--- src/rtl/spwm_pkg.sv ---
package spwm_pkg;
  // Word map of the register window
  localparam int unsigned CTRL_WORD     = 0;
  localparam int unsigned CFG_WORD_BASE = 1;
  // Step-rate code field placement inside the control word
  localparam int unsigned SEL_LSB       = 4;
  localparam int unsigned SEL_W         = 2;
  // Each divider stage divides by 2**DIV_STAGE_LOG
  localparam int unsigned DIV_STAGE_LOG = 3;

  typedef enum logic [SEL_W-1:0] {
    RATE_DIV1   = 2'd0,
    RATE_DIV8   = 2'd1,
    RATE_DIV64  = 2'd2,
    RATE_DIV512 = 2'd3
  } step_rate_e;
endpackage

--- src/rtl/spwm_regs.sv ---
module spwm_regs
  import spwm_pkg::*;
#(
  parameter int NUM_CH = 4,
  parameter int CNT_W  = 16,
  parameter int ADDR_W = 3
) (
  input  logic                             clk,
  input  logic                             rst_n,
  input  logic                             wr_en,
  input  logic [ADDR_W-1:0]                addr,
  input  logic [2*CNT_W-1:0]               wr_data,
  output logic [2*CNT_W-1:0]               rd_data,
  output logic [NUM_CH-1:0]                run_o,
  output logic [NUM_CH-1:0][SEL_W-1:0]     rate_o,
  output logic [NUM_CH-1:0][CNT_W-1:0]     period_o,
  output logic [NUM_CH-1:0][CNT_W-1:0]     high_o
);
  localparam int DATA_W = 2 * CNT_W;

  logic                         ctrl_we;
  logic [NUM_CH-1:0]            cfg_we;
  logic [NUM_CH-1:0]            run_q, run_d;
  logic [NUM_CH-1:0][SEL_W-1:0] rate_q, rate_d;
  logic [NUM_CH-1:0][DATA_W-1:0] cfg_q;

  // Write decode and next-state values
  always_comb begin
    ctrl_we = wr_en && (addr == ADDR_W'(CTRL_WORD));
    run_d   = wr_data[NUM_CH-1:0];
    for (int n = 0; n < NUM_CH; n++) begin
      cfg_we[n] = wr_en && (addr == ADDR_W'(CFG_WORD_BASE + n));
      rate_d[n] = wr_data[SEL_LSB + SEL_W*n +: SEL_W];
    end
  end

  always_ff @(posedge clk or negedge rst_n) begin
    if (!rst_n) begin
      run_q  <= '0;
      rate_q <= '0;
    end else if (ctrl_we) begin
      run_q  <= run_d;
      rate_q <= rate_d;
    end
  end

  for (genvar g = 0; g < NUM_CH; g++) begin : g_cfg
    always_ff @(posedge clk or negedge rst_n) begin
      if (!rst_n) begin
        cfg_q[g] <= '0;
      end else if (cfg_we[g]) begin
        cfg_q[g] <= wr_data;
      end
    end
    assign period_o[g] = cfg_q[g][CNT_W-1:0];
    assign high_o[g]   = cfg_q[g][DATA_W-1:CNT_W];
  end

  // Read mux: unused control bits and unmapped words return zero
  always_comb begin
    rd_data = '0;
    if (addr == ADDR_W'(CTRL_WORD)) begin
      rd_data[NUM_CH-1:0] = run_q;
      for (int n = 0; n < NUM_CH; n++) begin
        rd_data[SEL_LSB + SEL_W*n +: SEL_W] = rate_q[n];
      end
    end else begin
      for (int n = 0; n < NUM_CH; n++) begin
        if (addr == ADDR_W'(CFG_WORD_BASE + n)) begin
          rd_data = cfg_q[n];
        end
      end
    end
  end

  assign run_o  = run_q;
  assign rate_o = rate_q;
endmodule

--- src/rtl/spwm_prescaler.sv ---
module spwm_prescaler
  import spwm_pkg::*;
#(
  parameter int STAGE_LOG = DIV_STAGE_LOG,
  parameter int RATE_W    = SEL_W
) (
  input  logic              clk,
  input  logic              rst_n,
  input  logic              run,
  input  logic [RATE_W-1:0] rate,
  output logic              step_o
);
  localparam int NUM_RATES = 1 << RATE_W;
  localparam int PRE_W     = STAGE_LOG * (NUM_RATES - 1);

  logic [PRE_W-1:0]                 pre_q, pre_d;
  logic [NUM_RATES-1:0][PRE_W-1:0]  tap_mask;

  // Rate code c taps the low STAGE_LOG*c bits of the cascade
  for (genvar c = 0; c < NUM_RATES; c++) begin : g_tap
    localparam logic [PRE_W-1:0] MASK = {PRE_W{1'b1}} >> (PRE_W - STAGE_LOG*c);
    assign tap_mask[c] = MASK;
  end

  always_comb begin
    pre_d  = run ? pre_q + 1'b1 : '0;
    step_o = run && (&(pre_q | ~tap_mask[rate]));
  end

  always_ff @(posedge clk or negedge rst_n) begin
    if (!rst_n) begin
      pre_q <= '0;
    end else begin
      pre_q <= pre_d;
    end
  end
endmodule

--- src/rtl/spwm_channel.sv ---
module spwm_channel #(
  parameter int CNT_W = 16
) (
  input  logic             clk,
  input  logic             rst_n,
  input  logic             run,
  input  logic             step,
  input  logic [CNT_W-1:0] cfg_period,
  input  logic [CNT_W-1:0] cfg_high,
  output logic             pwm_o,
  output logic [CNT_W-1:0] cnt_o,
  output logic [CNT_W-1:0] act_period_o,
  output logic [CNT_W-1:0] act_high_o
);
  logic [CNT_W-1:0] cnt_q, cnt_d;
  logic [CNT_W-1:0] per_q, high_q;
  logic             idle_per, at_end, wrap, load;

  always_comb begin
    idle_per = (per_q == '0);
    at_end   = (cnt_q == per_q - 1'b1);
    wrap     = step && (at_end || idle_per);
    // Stopped channels track the programmed values; running ones pick
    // them up only at a period boundary.
    load     = !run || wrap;
    if (!run || wrap) begin
      cnt_d = '0;
    end else if (step) begin
      cnt_d = cnt_q + 1'b1;
    end else begin
      cnt_d = cnt_q;
    end
  end

  always_ff @(posedge clk or negedge rst_n) begin
    if (!rst_n) begin
      cnt_q <= '0;
    end else begin
      cnt_q <= cnt_d;
    end
  end

  always_ff @(posedge clk or negedge rst_n) begin
    if (!rst_n) begin
      per_q  <= '0;
      high_q <= '0;
    end else if (load) begin
      per_q  <= cfg_period;
      high_q <= cfg_high;
    end
  end

  assign pwm_o        = run && !idle_per && (cnt_q < high_q);
  assign cnt_o        = cnt_q;
  assign act_period_o = per_q;
  assign act_high_o   = high_q;
endmodule

--- src/rtl/stepped_pwm_bank.sv ---
module stepped_pwm_bank
  import spwm_pkg::*;
#(
  parameter  int NUM_CH = 4,
  parameter  int CNT_W  = 16,
  parameter  int ADDR_W = 3,
  localparam int DATA_W = 2 * CNT_W
) (
  input  logic              clk,
  input  logic              rst_n,
  input  logic              wr_en,
  input  logic [ADDR_W-1:0] addr,
  input  logic [DATA_W-1:0] wr_data,
  output logic [DATA_W-1:0] rd_data,
  output logic [NUM_CH-1:0] pwm_out
);
  logic [NUM_CH-1:0]            ch_en;
  logic [NUM_CH-1:0][SEL_W-1:0] ch_rate;
  logic [NUM_CH-1:0][CNT_W-1:0] ch_period, ch_high;
  logic [NUM_CH-1:0][CNT_W-1:0] ch_cnt, ch_act_period, ch_act_high;
  logic [NUM_CH-1:0]            ch_step;

  spwm_regs #(
    .NUM_CH (NUM_CH),
    .CNT_W  (CNT_W),
    .ADDR_W (ADDR_W)
  ) i_regs (
    .clk      (clk),
    .rst_n    (rst_n),
    .wr_en    (wr_en),
    .addr     (addr),
    .wr_data  (wr_data),
    .rd_data  (rd_data),
    .run_o    (ch_en),
    .rate_o   (ch_rate),
    .period_o (ch_period),
    .high_o   (ch_high)
  );

  for (genvar g = 0; g < NUM_CH; g++) begin : g_ch
    spwm_prescaler #(
      .STAGE_LOG (DIV_STAGE_LOG),
      .RATE_W    (SEL_W)
    ) i_pre (
      .clk    (clk),
      .rst_n  (rst_n),
      .run    (ch_en[g]),
      .rate   (ch_rate[g]),
      .step_o (ch_step[g])
    );

    spwm_channel #(
      .CNT_W (CNT_W)
    ) i_chan (
      .clk          (clk),
      .rst_n        (rst_n),
      .run          (ch_en[g]),
      .step         (ch_step[g]),
      .cfg_period   (ch_period[g]),
      .cfg_high     (ch_high[g]),
      .pwm_o        (pwm_out[g]),
      .cnt_o        (ch_cnt[g]),
      .act_period_o (ch_act_period[g]),
      .act_high_o   (ch_act_high[g])
    );
  end
endmodule

--- config.mk ---
export PLATFORM = sky130hd
export DESIGN_NAME = stepped_pwm_bank
export DESIGN_NICKNAME = d
export VERILOG_FILES = /design/src/rtl/spwm_pkg.sv /design/src/rtl/spwm_regs.sv /design/src/rtl/spwm_prescaler.sv /design/src/rtl/spwm_channel.sv /design/src/rtl/stepped_pwm_bank.sv
export SDC_FILE = /design/constraint.sdc
export NUM_CORES = 1
export LEC_CHECK = 0
export ABC_AREA = 1
export BUFFER_PORTS_ARGS = -buffer_cell sky130_fd_sc_hd__buf_2
export CELL_PAD_IN_SITES_DETAIL_PLACEMENT = 0
export CELL_PAD_IN_SITES_GLOBAL_PLACEMENT = 1
export CORE_UTILIZATION = 45
export CTS_CLUSTER_DIAMETER = 40
export DETAILED_ROUTE_END_ITERATION = 8
export GPL_TIMING_DRIVEN = 0
export PLACE_DENSITY_LB_ADDON = 0.1
export SLEW_MARGIN = 20
export SYNTH_ARGS = -nofsm -noshare
export SYNTH_HDL_FRONTEND = slang
export SYNTH_SLANG_ARGS = --single-unit
--- constraint.sdc ---
create_clock -name clk -period 2.4 [get_ports clk]
set_clock_uncertainty 0.1 [all_clocks]
set_input_delay 0.48 -clock clk [delete_from_list [all_inputs] [get_ports clk]]
set_output_delay 0.48 -clock clk [all_outputs]
set_load 0.01 [all_outputs]
==> impl_metrics.py, run 1 <==
metrics = {
    "synth": {
        "netlist_area_um2": 20100,
        "yosys-mux-area-fraction": 0,
        "ys_seq_elements": 368,
        "synth_compound_area_frac": 0.104,
        "synth_edf_count": 0,
        "synth_flop_cell": "dfrtp_1",
        "synth_top_area_share": 0.459,
        "synth_top_family_by_area": "simple AND/OR/NAND/NOR gates",
        "synthCells": 2593,
        "synth_top_cell_by_area": "dfrtp_1",
        "syn_avg_cell_area_um2": 7.74,
        "ys_async_sr_fraction": 1.00,
        "synth_most_common_cell": "nand2_1",
        "synthAdderAreaFrac": 0.0449,
        "synth_cell_types": 40,
        "ys_seq_area_frac": 0.459,
        "synth.area.top_cells": "dfrtp_1 (46%), nand2_1 (15%), inv_1 (5.3%)",
        "yosys_warnings": 0,
        "yosys.area_share.xor_xnor": 0.0384,
        "syn-num-nets": 2703,
        "synthSimpleGateAreaFrac": 0.274,
        "ys_top_cells_by_count": "nand2_1 (785), dfrtp_1 (368), inv_1 (282)",
    },
    "power_and_ir_drop": {
        "clockPowerShare": 0.353,
        "p_sw_mw": 10.2,
        "power_mw": 28.2,
        "comb_power_share": 0.320,
        "vdd_ir_drop_max_v": 0.000594,
        "seqPwrFrac": 0.327,
        "p_leak_nw": 13.2,
        "power_density_nw_per_um2": 1060,
        "p_int_mw": 18.0,
        "p_sw_frac": 0.363,
    },
    "sta": {
        "slew_headroom": 0.625,
        "layout_setup_ws_ns": -0.305,
        "hold_viol_final": 0,
        "fmax_mhz": 370,
        "setup_viol": 58,
        "slew_violations": 0,
        "worst_pin_slew_ns": 0.562,
        "timing.hold.ws_ns": 0.149,
        "rsz0062_at_grt": "true",
        "period_share": 1.13,
        "period_minus_slack_ns": 2.70,
    },
    "placement": {
        "port_buffers": 72,
        "place_congestion": 0.896,
        "place_inst": 3254,
        "hpwl_mm": 45.7,
        "post-place-ws_ns": -0.759,
    },
    "detailed_routing": {
        "initialDrtViolationCount": 1186,
        "ant_nets": 0,
        "via_per_inst": 5.26,
        "wl_mm": 64.2,
        "vias": 18480,
        "first_pass_iters": 5,
        "wl_per_cell_um": 18.3,
        "drc": 0,
    },
    "finish": {
        "drive_above_1_share": 0.246,
        "area_delta_synth_final_pct": 32.7,
        "n_antenna_cell": 0,
        "finalNonFillerCells": 3512,
        "final_nets": 2986,
    },
    "floorplanning": {
        "dieWidth_um": 213,
        "ios": 74,
        "placementRows": 76,
        "die_height_um": 213,
        "dieArea_um2": 45400,
        "start_util": 0.461,
        "core_area_um2": 43600,
    },
    "min_path": {
        "hold_depth": 3,
        "hold_start": "wr_data[28]",
        "hp-class": "input port to flip-flop",
        "hold_end": "i_regs.high_o[60]",
    },
    "clocking": {
        "root_buffer": "clkbuf_16",
        "cts_tree": "built",
        "clk_pin_slew_ns": 0.05,
        "numCtsBuffers": 68,
        "cts_buffer_depth": 3,
        "htreeDepth": 3,
        "cts.sinks": 368,
        "clk_latency_ns": 0.58,
    },
    "setup_path": {
        "r2r_cells": 18,
        "r2r_slack_ns": -0.06,
        "crit_type": "flip-flop to output pin",
        "cp.arrival_ns": 2.12,
        "r2r-end": "g_ch[3].i_chan.act_period_o[14]",
        "start_kind": "flip-flop",
        "worst-endpoint-required_ns": 1.82,
        "worstReg2RegStart": "g_ch[3].i_chan.act_period_o[0]",
        "crit_path_end_kind": "output pin",
        "cp_max_fo": 4,
    },
    "run_status": {
        "failed_checks": "setup timing",
        "status": "finished, violations left",
    },
    "global_routing": {
        "grt_pass1_wl_mm": 100,
        "grt_max_degree": 99,
        "grt_usage": 0.288,
        "antenna_found_initial": 0,
        "globalRouteOverflowTotal": 0,
        "grt_pass1_vias": 17821,
    },
    "flow_run": {
        "cap_violations": 0,
    },
}
-- cell usage in the layout (no fill, tap or decap), drive strengths merged, types with 24 or more instances in the layout --
master and n:
nand2 799, dfrtp 368, inv 288, buf 247, nor2 222, nand3 215, o21ai 184, clkbuf 145
a21oi 108, ha 72, xor2 62, xnor2 26, nand4 24
-- final cells by class --
| cell class | instances | area (um2) |
|---|---|---|
| fill | 3869 | 16900 |
| multi-input combinational | 1848 | 10700 |
| sequential | 368 | 9250 |
| clock buffer | 86 | 1900 |
| timing repair buffer | 217 | 1840 |
| inverter | 283 | 1080 |
| tap | 585 | 732 |
| buffer | 90 | 663 |
| clock inverter | 35 | 463 |
-- layer usage --
metal  GRT usage  wire length, um
met5           0                0
met4      0.0892             1690
met3      0.0466             2800
met2       0.474            30800
met1       0.388            28800
-- cells by family after synthesis --
kind of cell             count (synthesis)
AND/OR/NAND/NOR                       1308
buffers and inverters                  381
AO/OA/AOI/OAI                          376
flip-flops                             368
XOR/XNOR                                88
adder cells (fa/ha/maj)                 72
-- power by group through the flow --
| stage | Combinational [mW] | Clock, mW | Sequential, mW |
|---|---|---|---|
| 2_1_floorplan | 4.80 | 0 | 8.45 |
| 3_3_place_gp | 6.11 | 0 | 9.15 |
| 3_5_place_dp | 6.29 | 0 | 9.16 |
| 5_1_grt | 10.1 | 10.3 | 9.35 |
| 6_report | 9.03 | 9.95 | 9.21 |
| 4_1_cts | 7.88 | 10.1 | 9.07 |
-- state kept, by name, summed over array words and instances, names as in the netlist --
name and count:
g_ch.i_pre.pre_q 36, i_regs.high_o 64, g_ch.i_chan.cnt_o 64, g_ch.i_chan.act_period_o 64, g_ch.i_chan.act_high_o 64, i_regs.rate_o 8
i_regs.period_o 64, i_regs.run_o 4
-- timing repair --
item	in CTS	in global routing
hold buffers	1	0
hold endpoints to repair	57	0
pin swaps	69	92
endpoints found under the setup margin	203	217
resized for setup	248	257
gates cloned	11	6
setup buffers	87	45
-- through the flow --
stage	setup TNS [ns]	instance area (um2)	util
finish	-2.20	26600	0.611
global route	-12.72	26600	0.611
CTS	-3.41	25300	0.580
detailed placement	-51.63	21300	0.488
global placement	-2414.56	21200	0.486
floorplan	0	20100	-
-- worst max path at each step --
stage | startpoint | endpoint | depth (start not counted)
5_1_grt | g_ch[3].i_chan.act_high_o[3] | pwm_out[3] | 9
6_report | g_ch[2].i_chan.act_period_o[9] | pwm_out[2] | 8
3_3_place_gp | rst_n | g_ch[2].i_chan.act_high_o[14] | 1
2_1_floorplan | g_ch[2].i_chan.act_period_o[0] | pwm_out[2] | 9
4_1_cts | g_ch[2].i_chan.act_period_o[0] | pwm_out[2] | 9
3_5_place_dp | addr[2] | rd_data[14] | 6
-- critical path, stage by stage, from the launching register on --
cell     delay [ns]
dfrtp_1        0.41
nor2_1         0.16
nand2_2        0.10
nor2_2         0.14
nand2_2        0.10
nor4_4         0.22
a21oi_2        0.11
and3_4         0.20
buf_6          0.11
Note: power is estimated with default switching activity, not from simulation.
==> run 2: changes to the inputs <==
- PLACE_DENSITY_LB_ADDON: 0.1 -> 0.2
==> impl_metrics.py, run 2 (synthesis gave the netlist of run 1 again) <==
metrics = {
    "sta": {
        "fin_tns_setup_ns": -1.35,
        "period_minus_slack_ns": 2.74,
        "hold_viol_final": 0,
        "rsz0062_at_grt": "true",
        "slew_violations": 0,
        "layout_setup_ws_ns": -0.339,
        "period_share": 1.14,
        "fmax_mhz": 365,
        "setup_viol": 20,
        "worst_pin_slew_ns": 0.569,
        "slew_headroom": 0.621,
    },
    "detailed_routing": {
        "wl_per_cell_um": 17.8,
        "vias": 18091,
        "wl_mm": 61.8,
        "via_per_inst": 5.22,
        "drc": 0,
        "first_pass_iters": 5,
        "ant_nets": 0,
        "initialDrtViolationCount": 1257,
    },
    "min_path": {
        "hold_start": "wr_data[23]",
        "hp-class": "input port to flip-flop",
    },
    "power_and_ir_drop": {
        "vdd_ir_drop_max_v": 0.000608,
        "power_mw": 26.5,
        "p_leak_nw": 12.7,
        "power_density_nw_per_um2": 1030,
    },
    "finish": {
        "drive_above_1_share": 0.233,
        "nFillCells": 4015,
        "layout_common_cells": "nand2_1 (716), dfrtp_1 (315), inv_1 (255)",
        "final_common_cell": "nand2_1",
        "final_nets": 2943,
        "n_antenna_cell": 0,
        "area_delta_synth_final_pct": 28.8,
    },
    "clocking": {
        "numCtsBuffers": 59,
        "cts.sinks": 368,
        "htreeDepth": 2,
        "root_buffer": "clkbuf_16",
        "clk_latency_ns": 0.62,
        "clk_pin_slew_ns": 0.06,
        "cts_tree": "built",
        "cts_buffer_depth": 3,
    },
    "setup_path": {
        "start_kind": "flip-flop",
        "crit_path_end_kind": "output pin",
        "cp_max_fo": 4,
        "crit_type": "flip-flop to output pin",
        "worstReg2RegStart": "g_ch[0].i_chan.act_period_o[0]",
        "worst-endpoint-required_ns": 1.82,
        "cp.arrival_ns": 2.16,
        "crit_start": "g_ch[2].i_chan.act_period_o[1]",
    },
    "placement": {
        "port_buffers": 72,
        "hpwl_mm": 45.2,
        "place_congestion": 0.896,
    },
    "global_routing": {
        "grt_pass1_wl_mm": 95.6,
        "globalRouteOverflowTotal": 0,
        "grt_usage": 0.275,
        "antenna_found_initial": 1,
        "grt_max_degree": 99,
        "grt_pass1_vias": 17394,
    },
    "floorplanning": {
        "die_height_um": 213,
        "start_util": 0.461,
        "ios": 74,
        "dieWidth_um": 213,
        "placementRows": 76,
        "core_area_um2": 43600,
        "dieArea_um2": 45400,
    },
    "run_status": {
        "status": "finished, violations left",
        "failed_checks": "setup timing",
    },
    "flow_run": {
        "cap_violations": 0,
    },
}
-- run 2: changes by cell type in the layout (fill, tap and decap cells not counted), sizes merged --
cell	delta
buf	-35
clkbuf	-15
inv	+11
clkinvlp	-6
clkinv	+5
bufinv	-4
nand2	-1
nor2	-1
-- run 2: path summary, 6_finish.rpt --
check                                                   to  slack (ns)  cells past startpoint
setup / recovery                                pwm_out[2]       -0.34                      9
hold reg to reg                     g_ch[2].i_pre.pre_q[0]        0.36                      1
min in group asynchronous           g_ch[3].i_pre.pre_q[6]        0.23                      2
hold / removal                           i_regs.high_o[39]        0.11                      3
setup reg to reg           g_ch[0].i_chan.act_period_o[13]       -0.02                     19
max in group asynchronous         g_ch[2].i_chan.cnt_o[15]        0.78                      4
-- run 2: layout make-up --
| type | instances | area [um2] | share of cell area |
|---|---|---|---|
| inverter | 283 | 1080 | 0.0418 |
| tap | 585 | 732 | 0.0283 |
| clock inverter | 41 | 472 | 0.0183 |
| timing repair buffer | 182 | 1450 | 0.0563 |
| clock buffer | 68 | 1600 | 0.0620 |
| buffer | 93 | 676 | 0.0261 |
| sequential | 368 | 9280 | 0.359 |
| multi-input combinational | 1846 | 10600 | 0.408 |
-- run 2: through the flow --
stage                     std cells  setup slack, ns  area (um2)  hold WS, ns  utilization
after floorplan                2593            0.167       20100       0.0844            -
after global placement         3250            -6.44       21200        0.345        0.486
after detailed placement       3254           -0.509       21300        0.265        0.488
after CTS                      3416           -0.477       24400       0.0957        0.561
after global routing           3466           -0.397       25800        0.131        0.593
final                          3466           -0.339       25800        0.113        0.593
-- run 2: per-layer routing --
| metal | part of all wire | vias to the layer above | global-route usage | routed length, um |
|---|---|---|---|---|
| li1 | - | 8890 | - | - |
| met1 | 0.45 | 8627 | 0.372 | 27600 |
| met2 | 0.46 | 445 | 0.426 | 28100 |
| met3 | 0.053 | 127 | 0.0477 | 3280 |
| met4 | 0.045 | 2 | 0.134 | 2750 |
| met5 | 0.00028 | - | 0 | 17 |
-- run 2: timing repair --
action / in CTS / in global routing
setup endpoints to repair: 193 / 212
endpoints found under the hold margin: 51 / 0
pin swaps: 54 / 84
cloned: 1 / 9
hold buffers: 1 / 0
setup buffers: 55 / 46
resized for setup: 177 / 296
-- run 2: power by group --
group	switching, mW	leakage [nW]	internal (mW)
clock network	3.42	1.02	5.44
logic	4.92	7.00	3.52
registers	1.69	4.71	7.54
-- run 2: worst max-delay path, stage by stage (launching register included) --
cell and delay [ns]:
dfrtp_2 0.44, inv_2 0.08, ha_4 0.15, nand2_4 0.06
nor2_4 0.11, nand2_2 0.09, nor4_4 0.19, a21oi_4 0.11
and3_4 0.20, buf_6 0.11
